### src/rtl/trichan_pkg.sv
package trichan_pkg;
  // Ideal converter level: code scaled by supply over 2**code_width.
  function automatic int unsigned code_to_mv(input int unsigned code,
                                             input int unsigned vdd_mv,
                                             input int unsigned cw);
    return (code * vdd_mv) >> cw;
  endfunction
endpackage

### src/rtl/dac_addr_decode.sv
module dac_addr_decode #(
  parameter int NCH = 3,
  parameter int AW  = 2
) (
  input  logic          wr_n,
  input  logic [AW-1:0] addr,
  output logic [NCH-1:0] chan_wr,
  output logic          shdn_cmd,
  output logic          wake_cmd
);
  localparam logic [AW-1:0] SHDN_ADDR = AW'(NCH);

  logic wr_stb;
  assign wr_stb = ~wr_n;

  for (genvar k = 0; k < NCH; k++) begin : g_sel
    assign chan_wr[k] = wr_stb && (addr == AW'(k));
  end

  assign shdn_cmd = wr_stb && (addr == SHDN_ADDR);
  assign wake_cmd = |chan_wr;

  always_comb begin
    a_r2_one_target: assert ($onehot0({chan_wr, shdn_cmd}));
  end
endmodule

### src/rtl/dac_chan_reg.sv
module dac_chan_reg #(
  parameter int CW = 8
) (
  input  logic          clk,
  input  logic          rst_n,
  input  logic          load,
  input  logic [CW-1:0] din,
  output logic [CW-1:0] code
);
  always_ff @(posedge clk or negedge rst_n) begin
    if (!rst_n)     code <= '0;
    else if (load)  code <= din;
  end

  a_r2_load_takes_data: assert property (@(posedge clk) disable iff (!rst_n)
    load |=> code == $past(din));
  a_r3_hold_when_idle: assert property (@(posedge clk) disable iff (!rst_n)
    !load |=> $stable(code));
endmodule

### src/rtl/dac_mode_ctrl.sv
module dac_mode_ctrl (
  input  logic clk,
  input  logic rst_n,
  input  logic shdn_cmd,
  input  logic wake_cmd,
  output logic shdn
);
  always_ff @(posedge clk or negedge rst_n) begin
    if (!rst_n)        shdn <= 1'b0;
    else if (shdn_cmd) shdn <= 1'b1;
    else if (wake_cmd) shdn <= 1'b0;
  end

  a_r4_enter_low_power: assert property (@(posedge clk) disable iff (!rst_n)
    shdn_cmd |=> shdn);
  a_r6_leave_low_power: assert property (@(posedge clk) disable iff (!rst_n)
    wake_cmd |=> !shdn);
  a_r8_flag_steady: assert property (@(posedge clk) disable iff (!rst_n)
    (!shdn_cmd && !wake_cmd) |=> $stable(shdn));
endmodule

### src/rtl/trichan_dac_front.sv
module trichan_dac_front #(
  parameter int NCH    = 3,
  parameter int CW     = 8,
  parameter int VDD_MV = 3300,
  parameter int MVW    = 13,
  parameter int AW     = 2
) (
  input  logic               clk,
  input  logic               rst_n,
  input  logic               wr_n,
  input  logic [AW-1:0]      addr,
  input  logic [CW-1:0]      data,
  output logic [NCH*CW-1:0]  codes_o,
  output logic [NCH*MVW-1:0] level_mv_o,
  output logic               shdn_o,
  output logic [NCH-1:0]     out_en_o
);
  import trichan_pkg::*;

  logic [NCH-1:0] chan_wr;
  logic           shdn_cmd;
  logic           wake_cmd;
  logic           shdn;

  dac_addr_decode #(.NCH(NCH), .AW(AW)) u_dec (
    .wr_n(wr_n), .addr(addr), .chan_wr(chan_wr),
    .shdn_cmd(shdn_cmd), .wake_cmd(wake_cmd)
  );

  dac_mode_ctrl u_mode (
    .clk(clk), .rst_n(rst_n), .shdn_cmd(shdn_cmd),
    .wake_cmd(wake_cmd), .shdn(shdn)
  );

  for (genvar k = 0; k < NCH; k++) begin : g_ch
    logic [CW-1:0] code_q;
    dac_chan_reg #(.CW(CW)) u_reg (
      .clk(clk), .rst_n(rst_n), .load(chan_wr[k]),
      .din(data), .code(code_q)
    );
    assign codes_o[k*CW +: CW]     = code_q;
    assign level_mv_o[k*MVW +: MVW] =
      MVW'(code_to_mv(int'(code_q), VDD_MV, CW));
  end

  assign shdn_o   = shdn;
  assign out_en_o = {NCH{~shdn}};

  // the command write leaves every stored code alone
  a_r4_codes_kept: assert property (@(posedge clk) disable iff (!rst_n)
    (!wr_n && addr == AW'(NCH)) |=> $stable(codes_o));
  // an idle strobe changes neither codes nor mode
  a_r8_idle_no_change: assert property (@(posedge clk) disable iff (!rst_n)
    wr_n |=> ($stable(codes_o) && $stable(shdn_o)));
  // drive enables and mode flag move together
  a_r5_enable_follows_mode: assert property (@(posedge clk) disable iff (!rst_n)
    $rose(shdn_o) |-> out_en_o == '0);
endmodule

### config.mk
export PLATFORM = sky130hd
export DESIGN_NAME = trichan_dac_front
export DESIGN_NICKNAME = d
export VERILOG_FILES = /design/src/rtl/trichan_pkg.sv /design/src/rtl/dac_addr_decode.sv /design/src/rtl/dac_chan_reg.sv /design/src/rtl/dac_mode_ctrl.sv /design/src/rtl/trichan_dac_front.sv
export SDC_FILE = /design/constraint.sdc
export NUM_CORES = 1
export LEC_CHECK = 0
export BUFFER_PORTS_ARGS = -buffer_cell sky130_fd_sc_hd__clkbuf_2
export CAP_MARGIN = 15
export CORE_MARGIN = 2
export CORE_UTILIZATION = 45
export DETAILED_ROUTE_END_ITERATION = 16
export HOLD_SLACK_MARGIN = 0.03
export PLACE_DENSITY_LB_ADDON = 0.2
export SETUP_SLACK_MARGIN = 0.15
export SLEW_MARGIN = 40
export SYNTH_ARGS = -nofsm -noshare
export SYNTH_HDL_FRONTEND = slang
export SYNTH_SLANG_ARGS = --single-unit
### constraint.sdc
create_clock -name clk -period 4.4 [get_ports clk]
set_input_delay 0.44 -clock clk [delete_from_list [all_inputs] [get_ports clk]]
set_output_delay 0.44 -clock clk [all_outputs]
set_load 0.02 [all_outputs]
==> flow_summary.yaml, run 1 <==
run_status:
  outcome: "finished, violations left"
  violations: "negative setup slack"
synthesis:
  yosys_warnings: 0
  syn-cell-area_sq_um: 5010
  synth-edff-count: 0
  synth_seq_cells: 25
  synth_xor_area_frac: 0.0489
  synth-compound-area-share: 0.137
  ys_seq_area_frac: 0.125
  netlist-cell-type-count: 55
  ys_async_sr_fraction: 1.00
  synthAdderAreaFrac: 0.488
  synth_area_per_cell_sq_um: 9.46
  synth-simple-area-share: 0.0836
  ys.flop_type: "dfrtp_1"
  synth_top_family_by_area: "adder cells"
  muxShareOfSynthArea: 0.0289
  synth_cells: 530
worst_hold_path:
  hold_class: "in -> async"
finish:
  drive_above_1_share: 0.373
  final_nets: 839
  final.fill_count: 907
  final_common_cell: "ha_1"
  antenna_cells: 0
  syn_to_final_growth_pct: 33.8
  final_area_sq_um: 6710
  final_cell_mix: "ha_1, inv_1, buf_4, clkbuf_2, fa_1"
  final_cells: 800
clock_tree:
  clkTransAtPathRegs_ns: 0.09
  cts_sinks: 25
  cts_made_buffers: 3
  cts_tree: "yes"
  root_buffer: "clkbuf_8"
  worst_skew_pair.late_latency_ns: 0.26
  clock_path_buffers: 2
  htree_levels: 1
detailed_routing:
  via_per_inst: 5.15
  first_pass_iters: 4
  wl_um: 12100
  detail-route-antenna-nets: 0
  vias: 4120
  drc: 0
  drt-initial-drc-count: 142
  wire_per_inst_um: 15.2
setup_path:
  crit_fanout: 4
  required_ns: 3.96
  start_kind: "register"
  crit_path_end_kind: "output pin"
  arrival_ns: 4.37
  worst-setup-path-type: "reg -> out"
floorplanning:
  die_area_sq_um: 12000
  initial_core_util: 0.463
  chipWidth_um: 110
  chipHeight_um: 110
  rows: 38
  io_pins: 80
  core-area_sq_um: 10800
placement:
  gp_routability_congestion: 0.842
  dp_hpwl_um: 9960
  portBuffers: 76
  dp.cells: 784
  placed_cell_area_sq_um: 6080
global_routing:
  overflow: 0
  grt_usage: 0.206
  grt_first_pass_wirelength_um: 20000
  antenna_found_initial: 0
  grt_max_degree: 26
  grt_pass1_vias: 4226
flow_run:
  maxCapViolations: 0
timing:
  final.setup_skew_ns: 0
  fin_ws_ns: -0.410
  holdWs_ns: 0.173
  slew_headroom: 0.576
  tightest_slew_ns: 0.636
  maxSlewViolCount: 0
  hold_viol: 0
  fmax_mhz: 208
  rsz0062_at_grt: "yes"
  min_period_ns: 4.81
  setup_violations: 17
  min_period_over_period: 1.09
[metal layers]
layer	up-vias	GRT usage	routed length, um
met1	1983	0.273	5360
met3	12	0.0231	386
met2	65	0.372	6240
met4	0	0.0226	138
met5	-	0	0
li1	2060	-	-
[synthesized netlist by cell type (all sizes together) (2+ instances only)]
master / n / share of area
dfrtp: 25 / 0.12
inv: 102 / 0.076
nand2b: 2 / 0.0025
nand2: 25 / 0.019
a221oi: 2 / 0.0047
and4b: 2 / 0.0047
nor2: 22 / 0.016
o21ai: 26 / 0.026
a211oi: 3 / 0.0065
ha: 114 / 0.28
a31oi: 7 / 0.0087
buf: 5 / 0.0075
xnor2: 21 / 0.037
xor2: 7 / 0.012
o311ai: 3 / 0.0052
a311o: 2 / 0.0040
or2: 3 / 0.0037
a2111oi: 2 / 0.0072
o21a: 4 / 0.0060
a21o: 8 / 0.012
o21bai: 2 / 0.0030
a21oi: 31 / 0.031
nand3: 5 / 0.0050
and4: 4 / 0.0070
nor3b: 3 / 0.0045
nor3: 9 / 0.0090
o211ai: 2 / 0.0040
clkbuf: 5 / 0.0037
and3: 3 / 0.0040
o31ai: 3 / 0.0055
fa: 51 / 0.20
or3: 2 / 0.0025
mux2: 12 / 0.027
[metrics by stage]
stage / TNS [ns] / worst slack (ns) / utilization
final: -3.71 / -0.410 / 0.619
after CTS: -4.17 / -0.394 / 0.598
after global routing: -6.92 / -0.564 / 0.619
after detailed placement: -0.257 / -0.109 / 0.561
after global placement: -0.105 / -0.0706 / 0.561
after floorplan: 0 / 0.0102 / -
[flip-flops by register name, summed over array words and instances (netlist names)]
name	flops
g_ch.u_reg.code	24
u_mode.shdn	1
[worst paths after layout]
| check | depth (start not counted) | end | start | slack, ns |
|---|---|---|---|---|
| min | 1 | g_ch[2].u_reg.code[2]$_DFFE_PN0P_ | rst_n | 0.17 |
| min reg2reg | 2 | u_mode.shdn$_DFFE_PN0P_ | u_mode.shdn$_DFFE_PN0P_ | 0.54 |
| max in group asynchronous | 1 | g_ch[2].u_reg.code[5]$_DFFE_PN0P_ | rst_n | 3.77 |
| max | 15 | level_mv_o[23] | g_ch[1].u_reg.code[6]$_DFFE_PN0P_ | -0.41 |
| min in group clk | 2 | u_mode.shdn$_DFFE_PN0P_ | wr_n | 0.43 |
| max reg2reg | 3 | g_ch[2].u_reg.code[3]$_DFFE_PN0P_ | g_ch[2].u_reg.code[3]$_DFFE_PN0P_ | 3.30 |
[critical path: stages, from the launching register on]
cell,delay [ns]
dfrtp_2,0.42
fa_1,0.55
inv_1,0.05
fa_1,0.48
inv_1,0.05
fa_1,0.48
inv_1,0.05
fa_1,0.52
inv_2,0.05
ha_4,0.27
o211ai_1,0.09
or3_4,0.43
o211ai_2,0.20
a31oi_2,0.13
xnor2_2,0.16
clkbuf_8,0.17
[what timing repair did]
item,4_1_cts,5_1_grt
endpoints found under the setup margin,22,26
resized for setup,63,57
buffers inserted,7,5
pin swaps,31,24
hold buffers,0,0
[cell type report]
| type | instances | area [sq um] | share of cell area |
|---|---|---|---|
| multi-input cells | 395 | 4530 | 0.676 |
| inverters | 102 | 383 | 0.0571 |
| clock inverters | 1 | 7.51 | 0.00112 |
| repair buffers | 134 | 933 | 0.139 |
| well taps | 140 | 175 | 0.0261 |
| flip-flops and latches | 25 | 637 | 0.0949 |
| clock buffers | 3 | 41.3 | 0.00615 |
[logic make-up after synthesis]
logic type               count (synthesis)
buffers and inverters                  112
other                                    1
XOR/XNOR                                28
flip-flops                              25
multiplexers                            13
AND/OR/NAND/NOR                         84
AO/OA/AOI/OAI                          102
adder cells (fa/ha/maj)                165
Power of run 1 is not shown: default switching activity piles up to over one toggle a cycle in this logic, so the estimate is an artifact.
==> inputs of run 2 (changes only) <==
CORE_ASPECT_RATIO = 0.6   (was not set)
CORE_UTILIZATION = 25   (was 45)
clock period = 6.1 ns   (was 4.4 ns; I/O delays follow)
==> flow_summary.yaml, run 2 (synthesized netlist as in run 1, its figures left out) <==
run_status:
  outcome: "finished clean"
finish:
  final-seq-area_sq_um: 626
  reg_top3: "g_ch.u_reg.code (24), u_mode.shdn (1)"
  final.fill_count: 2149
  final_nets: 785
  final_cells: 879
  largest_register_ffs: 24
  antenna_cells: 0
  final_area_sq_um: 5800
  final_common_cell: "ha_1"
  syn_to_final_growth_pct: 15.7
  drive_above_1_share: 0.180
  multi_input_area_sq_um: 3960
  final_cell_mix: "ha_1, inv_1, clkbuf_2, fa_1, a21oi_1"
  regMostFlops: "g_ch.u_reg.code"
floorplanning:
  initial_core_util: 0.253
  core-area_sq_um: 19800
  chipWidth_um: 187
  io_pins: 80
  chipHeight_um: 114
  die_area_sq_um: 21200
  rows: 40
clock_tree:
  clock_path_buffers: 2
  worst_skew_pair.late_latency_ns: 0.25
  cts_sinks: 25
  clkTransAtPathRegs_ns: 0.07
  root_buffer: "clkbuf_16"
  cts.hold.buffers_added: 0
  cts_setup_buffers: 0
  cts_tree: "yes"
  cts_resized: 0
  htree_levels: 1
  cts_made_buffers: 3
detailed_routing:
  via_per_inst: 4.48
  detail-route-antenna-nets: 0
  wl_um: 12500
  drc: 0
  first_pass_iters: 4
  wire_per_inst_um: 14.3
  drt-initial-drc-count: 214
  vias: 3940
placement:
  portBuffers: 76
  dp_hpwl_um: 11200
  gp_routability_congestion: 0.793
  placed_cell_area_sq_um: 5720
  dp.cells: 875
setup_path:
  required_ns: 5.49
  crit_chain: "fa_1 > inv_1 > fa_1 > inv_1 > fa_1 > inv_1 > fa_1 > inv_1 > ha_1 > a21oi_1 > a21oi_1 > o31ai_2 > a21oi_1 > o311ai_1 > clkbuf_2"
  worst-setup-path-type: "reg -> out"
  arrival_ns: 4.76
  worst-r2r-cell-count: 1
  crit_path_end_kind: "output pin"
  rrSetupSlack_ns: 5.15
  crit_fanout: 7
  critical-path-max-stage-delay_ns: 0.57
  r2r_start: "g_ch[0].u_reg.code[5]$_DFFE_PN0P_"
  start_kind: "register"
  rr_endpoint: "g_ch[0].u_reg.code[5]$_DFFE_PN0P_"
  critPathSlowestCell: "fa_1"
timing:
  min_period_ns: 5.37
  final.setup_skew_ns: 0
  min_period_over_period: 0.881
  fmax_mhz: 186
  holdWs_ns: 0.367
  slew_headroom: 0.564
  finalSetupTns_ns: 0
  maxSlewViolCount: 0
  tightest_slew_ns: 0.654
  setup_violations: 0
  hold_viol: 0
  rsz0062_at_grt: "no"
flow_run:
  maxCapViolations: 0
worst_hold_path:
  hold_class: "in -> async"
global_routing:
  grt_usage: 0.119
  overflow: 0
  grt_pass1_vias: 3883
  grt_first_pass_wirelength_um: 20700
  antenna_found_initial: 0
  grt_max_degree: 26
-- run 2: changes by cell type in the layout (fill, tap and decap cells not counted), moves of 9 or more --
cell | previous run | this run
ha_1 | 99 | 114
dfrtp_1 | 16 | 25
inv_2 | 11 | 0
ha_4 | 15 | 0
inv_1 | 91 | 102
a21oi_1 | 21 | 31
buf_4 | 63 | 4
dfrtp_2 | 9 | 0
clkbuf_2 | 51 | 76
clkbuf_8 | 9 | 0
-- run 2: cell type report --
type | instances | area share
Clock buffer | 3 | 0.0129
Timing Repair Buffer | 80 | 0.0707
Clock inverter | 1 | 0.00151
Sequential cell | 25 | 0.108
Multi-Input combinational cell | 395 | 0.682
Tap cell | 273 | 0.0589
Inverter | 102 | 0.0660
-- run 2: per-stage QoR --
step                utilization  worst slack, ns
CTS                       0.293            0.696
global route              0.293            0.439
detailed placement        0.289            0.980
finish                    0.293            0.727
floorplan                     -             1.09
global placement          0.289             1.09
-- run 2: worst max-delay path, delay by kind of cell (launching register included) --
kind	cells	cell delay, ns
compound gates	5	1.16
flops	1	0.49
fa+ha+maj	5	2.43
buf+inv	5	0.41
-- run 2: worst max-delay path by stage --
stage                                      start              to  slack, ns  cells after the start
6_report       g_ch[2].u_reg.code[5]$_DFFE_PN0P_  level_mv_o[35]       0.73                     15
5_1_grt        g_ch[2].u_reg.code[5]$_DFFE_PN0P_  level_mv_o[35]       0.44                     15
4_1_cts        g_ch[2].u_reg.code[5]$_DFFE_PN0P_  level_mv_o[35]       0.70                     15
3_5_place_dp   g_ch[2].u_reg.code[5]$_DFFE_PN0P_  level_mv_o[35]       0.98                     15
3_3_place_gp   g_ch[2].u_reg.code[5]$_DFFE_PN0P_  level_mv_o[35]       1.09                     15
2_1_floorplan  g_ch[2].u_reg.code[5]$_DFFE_PN0P_  level_mv_o[35]       1.09                     14
-- run 2: per-layer routing --
metal	part of all wire	wire, um	up-vias	global-route usage
met5	0	0	-	0
met4	0.0026	33	0	0.00794
met3	0.038	472	4	0.00954
met2	0.41	5150	85	0.174
met1	0.55	6900	1899	0.194
li1	-	-	1952	-
Power of run 2 is left out for the same reason.
==> inputs of run 3 (changes only) <==
BUFFER_PORTS_ARGS = -buffer_cell sky130_fd_sc_hd__buf_2   (was -buffer_cell sky130_fd_sc_hd__clkbuf_2)
clock period = 5 ns   (was 6.1 ns; I/O delays follow)
==> flow_summary.yaml, run 3 (synthesized netlist as in run 1, its figures left out) <==
run_status:
  outcome: "finished clean"
finish:
  syn_to_final_growth_pct: 23.9
  final_cell_mix: "ha_1, inv_1, buf_2, fa_1, buf_4"
  fin_util: 0.314
  final_cells: 900
  regMostFlops: "g_ch.u_reg.code"
  largest_register_ffs: 24
  final_common_cell: "ha_1"
  reg_top3: "g_ch.u_reg.code (24), u_mode.shdn (1)"
  drive_above_1_share: 0.268
  antenna_cells: 0
  final_nets: 806
timing:
  fmax_mhz: 207
  final.setup_skew_ns: 0
  min_period_over_period: 0.965
  setup_violations: 0
  hold_viol: 0
  rsz0062_at_grt: "yes"
  slew_headroom: 0.609
  tightest_slew_ns: 0.587
  maxSlewViolCount: 0
  finalSetupTns_ns: 0
  min_period_ns: 4.83
setup_path:
  worst-r2r-cell-count: 2
  arrival_ns: 4.33
  required_ns: 4.50
  crit_fanout: 5
  rrSetupSlack_ns: 4.01
  crit_path_end_kind: "output pin"
  rr_endpoint: "g_ch[0].u_reg.code[3]$_DFFE_PN0P_"
  r2r_start: "g_ch[0].u_reg.code[3]$_DFFE_PN0P_"
  start_kind: "register"
  cp-startpoint: "g_ch[2].u_reg.code[7]$_DFFE_PN0P_"
  crit_end: "level_mv_o[35]"
  worst-setup-path-type: "reg -> out"
global_routing:
  overflow: 0
  antenna_found_initial: 0
  grt_usage: 0.121
  grt_pass1_vias: 3891
  grt_first_pass_wirelength_um: 20700
  grt_max_degree: 26
placement:
  portBuffers: 76
  dp.cells: 886
  dp_hpwl_um: 11200
  gp_routability_congestion: 0.791
clock_tree:
  clkTransAtPathRegs_ns: 0.07
  root_buffer: "clkbuf_16"
  cts_made_buffers: 3
  cts.hold.buffers_added: 0
  htree_levels: 1
  cts_sinks: 25
  cts_tree: "yes"
  worst_skew_pair.late_latency_ns: 0.26
  clock_path_buffers: 2
detailed_routing:
  detail-route-antenna-nets: 0
  vias: 3968
  wire_per_inst_um: 14.5
  via_per_inst: 4.41
  wl_um: 13000
  drc: 0
  drt-initial-drc-count: 138
  first_pass_iters: 4
floorplanning:
  chipHeight_um: 114
  core-area_sq_um: 19800
  chipWidth_um: 187
  initial_core_util: 0.253
  rows: 40
  die_area_sq_um: 21200
  io_pins: 80
worst_hold_path:
  hold_class: "in -> async"
flow_run:
  maxCapViolations: 0
run 3: changes by cell type in the layout (fill, tap and decap cells not counted), moves of 2 or more:
cell / before / now
o21ai_1: 5 / 3
buf_4: 4 / 32
ha_1: 114 / 105
ha_4: 0 / 8
clkbuf_2: 76 / 0
inv_2: 0 / 7
inv_1: 102 / 95
dfrtp_2: 0 / 6
a21oi_1: 31 / 26
a21oi_2: 0 / 5
o21ai_2: 0 / 2
buf_2: 0 / 67
dfrtp_1: 25 / 19
buf_6: 0 / 2
run 3: worst max-delay path, stage by stage (launching register included):
cell and delay, ns:
dfrtp_1 0.40, fa_1 0.53, inv_1 0.05, fa_1 0.49, inv_2 0.04, fa_1 0.49
inv_2 0.04, fa_1 0.51, inv_2 0.05, ha_4 0.29, and4_1 0.19, o21a_1 0.17
o31ai_4 0.09, a2111o_1 0.44, o311ai_2 0.09, buf_4 0.19
run 3: layout make-up:
cell class,instances,area [sq um]
Clock buffer,3,75.1
Sequential cell,25,633
Clock inverter,1,7.51
Inverter,102,383
Timing Repair Buffer,101,598
Multi-Input combinational cell,395,4180
Fill cell,2108,13600
Tap cell,273,342
run 3: how the worst min path moves through the flow:
stage / startpoint / end / slack, ns
2_1_floorplan: rst_n / g_ch[0].u_reg.code[0]$_DFFE_PN0P_ / 0.20
3_3_place_gp: u_mode.shdn$_DFFE_PN0P_ / u_mode.shdn$_DFFE_PN0P_ / 0.50
3_5_place_dp: u_mode.shdn$_DFFE_PN0P_ / u_mode.shdn$_DFFE_PN0P_ / 0.51
4_1_cts: rst_n / g_ch[2].u_reg.code[2]$_DFFE_PN0P_ / 0.26
5_1_grt: rst_n / g_ch[0].u_reg.code[1]$_DFFE_PN0P_ / 0.28
6_report: rst_n / g_ch[0].u_reg.code[0]$_DFFE_PN0P_ / 0.23
run 3: per-layer routing:
metal,track usage,wire length (um),up-vias
met3,0.0215,453,4
li1,-,-,1987
met2,0.171,5190,65
met5,0,0,-
met1,0.195,7340,1912
met4,0.00741,41,0
run 3: timing repair:
action                     in CTS  in global routing
setup endpoints to repair      12                 16
setup buffers                   1                  9
pin swaps                       7                 27
resized for setup              13                 44
run 3: stage by stage:
stage          cell area (sq um)  setup slack, ns  hold WS (ns)
2_1_floorplan               5030            0.263         0.204
3_3_place_gp                5810            0.267         0.495
3_5_place_dp                5810            0.155         0.512
4_1_cts                     5980            0.124         0.258
5_1_grt                     6210         -0.00763         0.275
6_report                    6210            0.174         0.234
Power of run 3 is left out for the same reason.
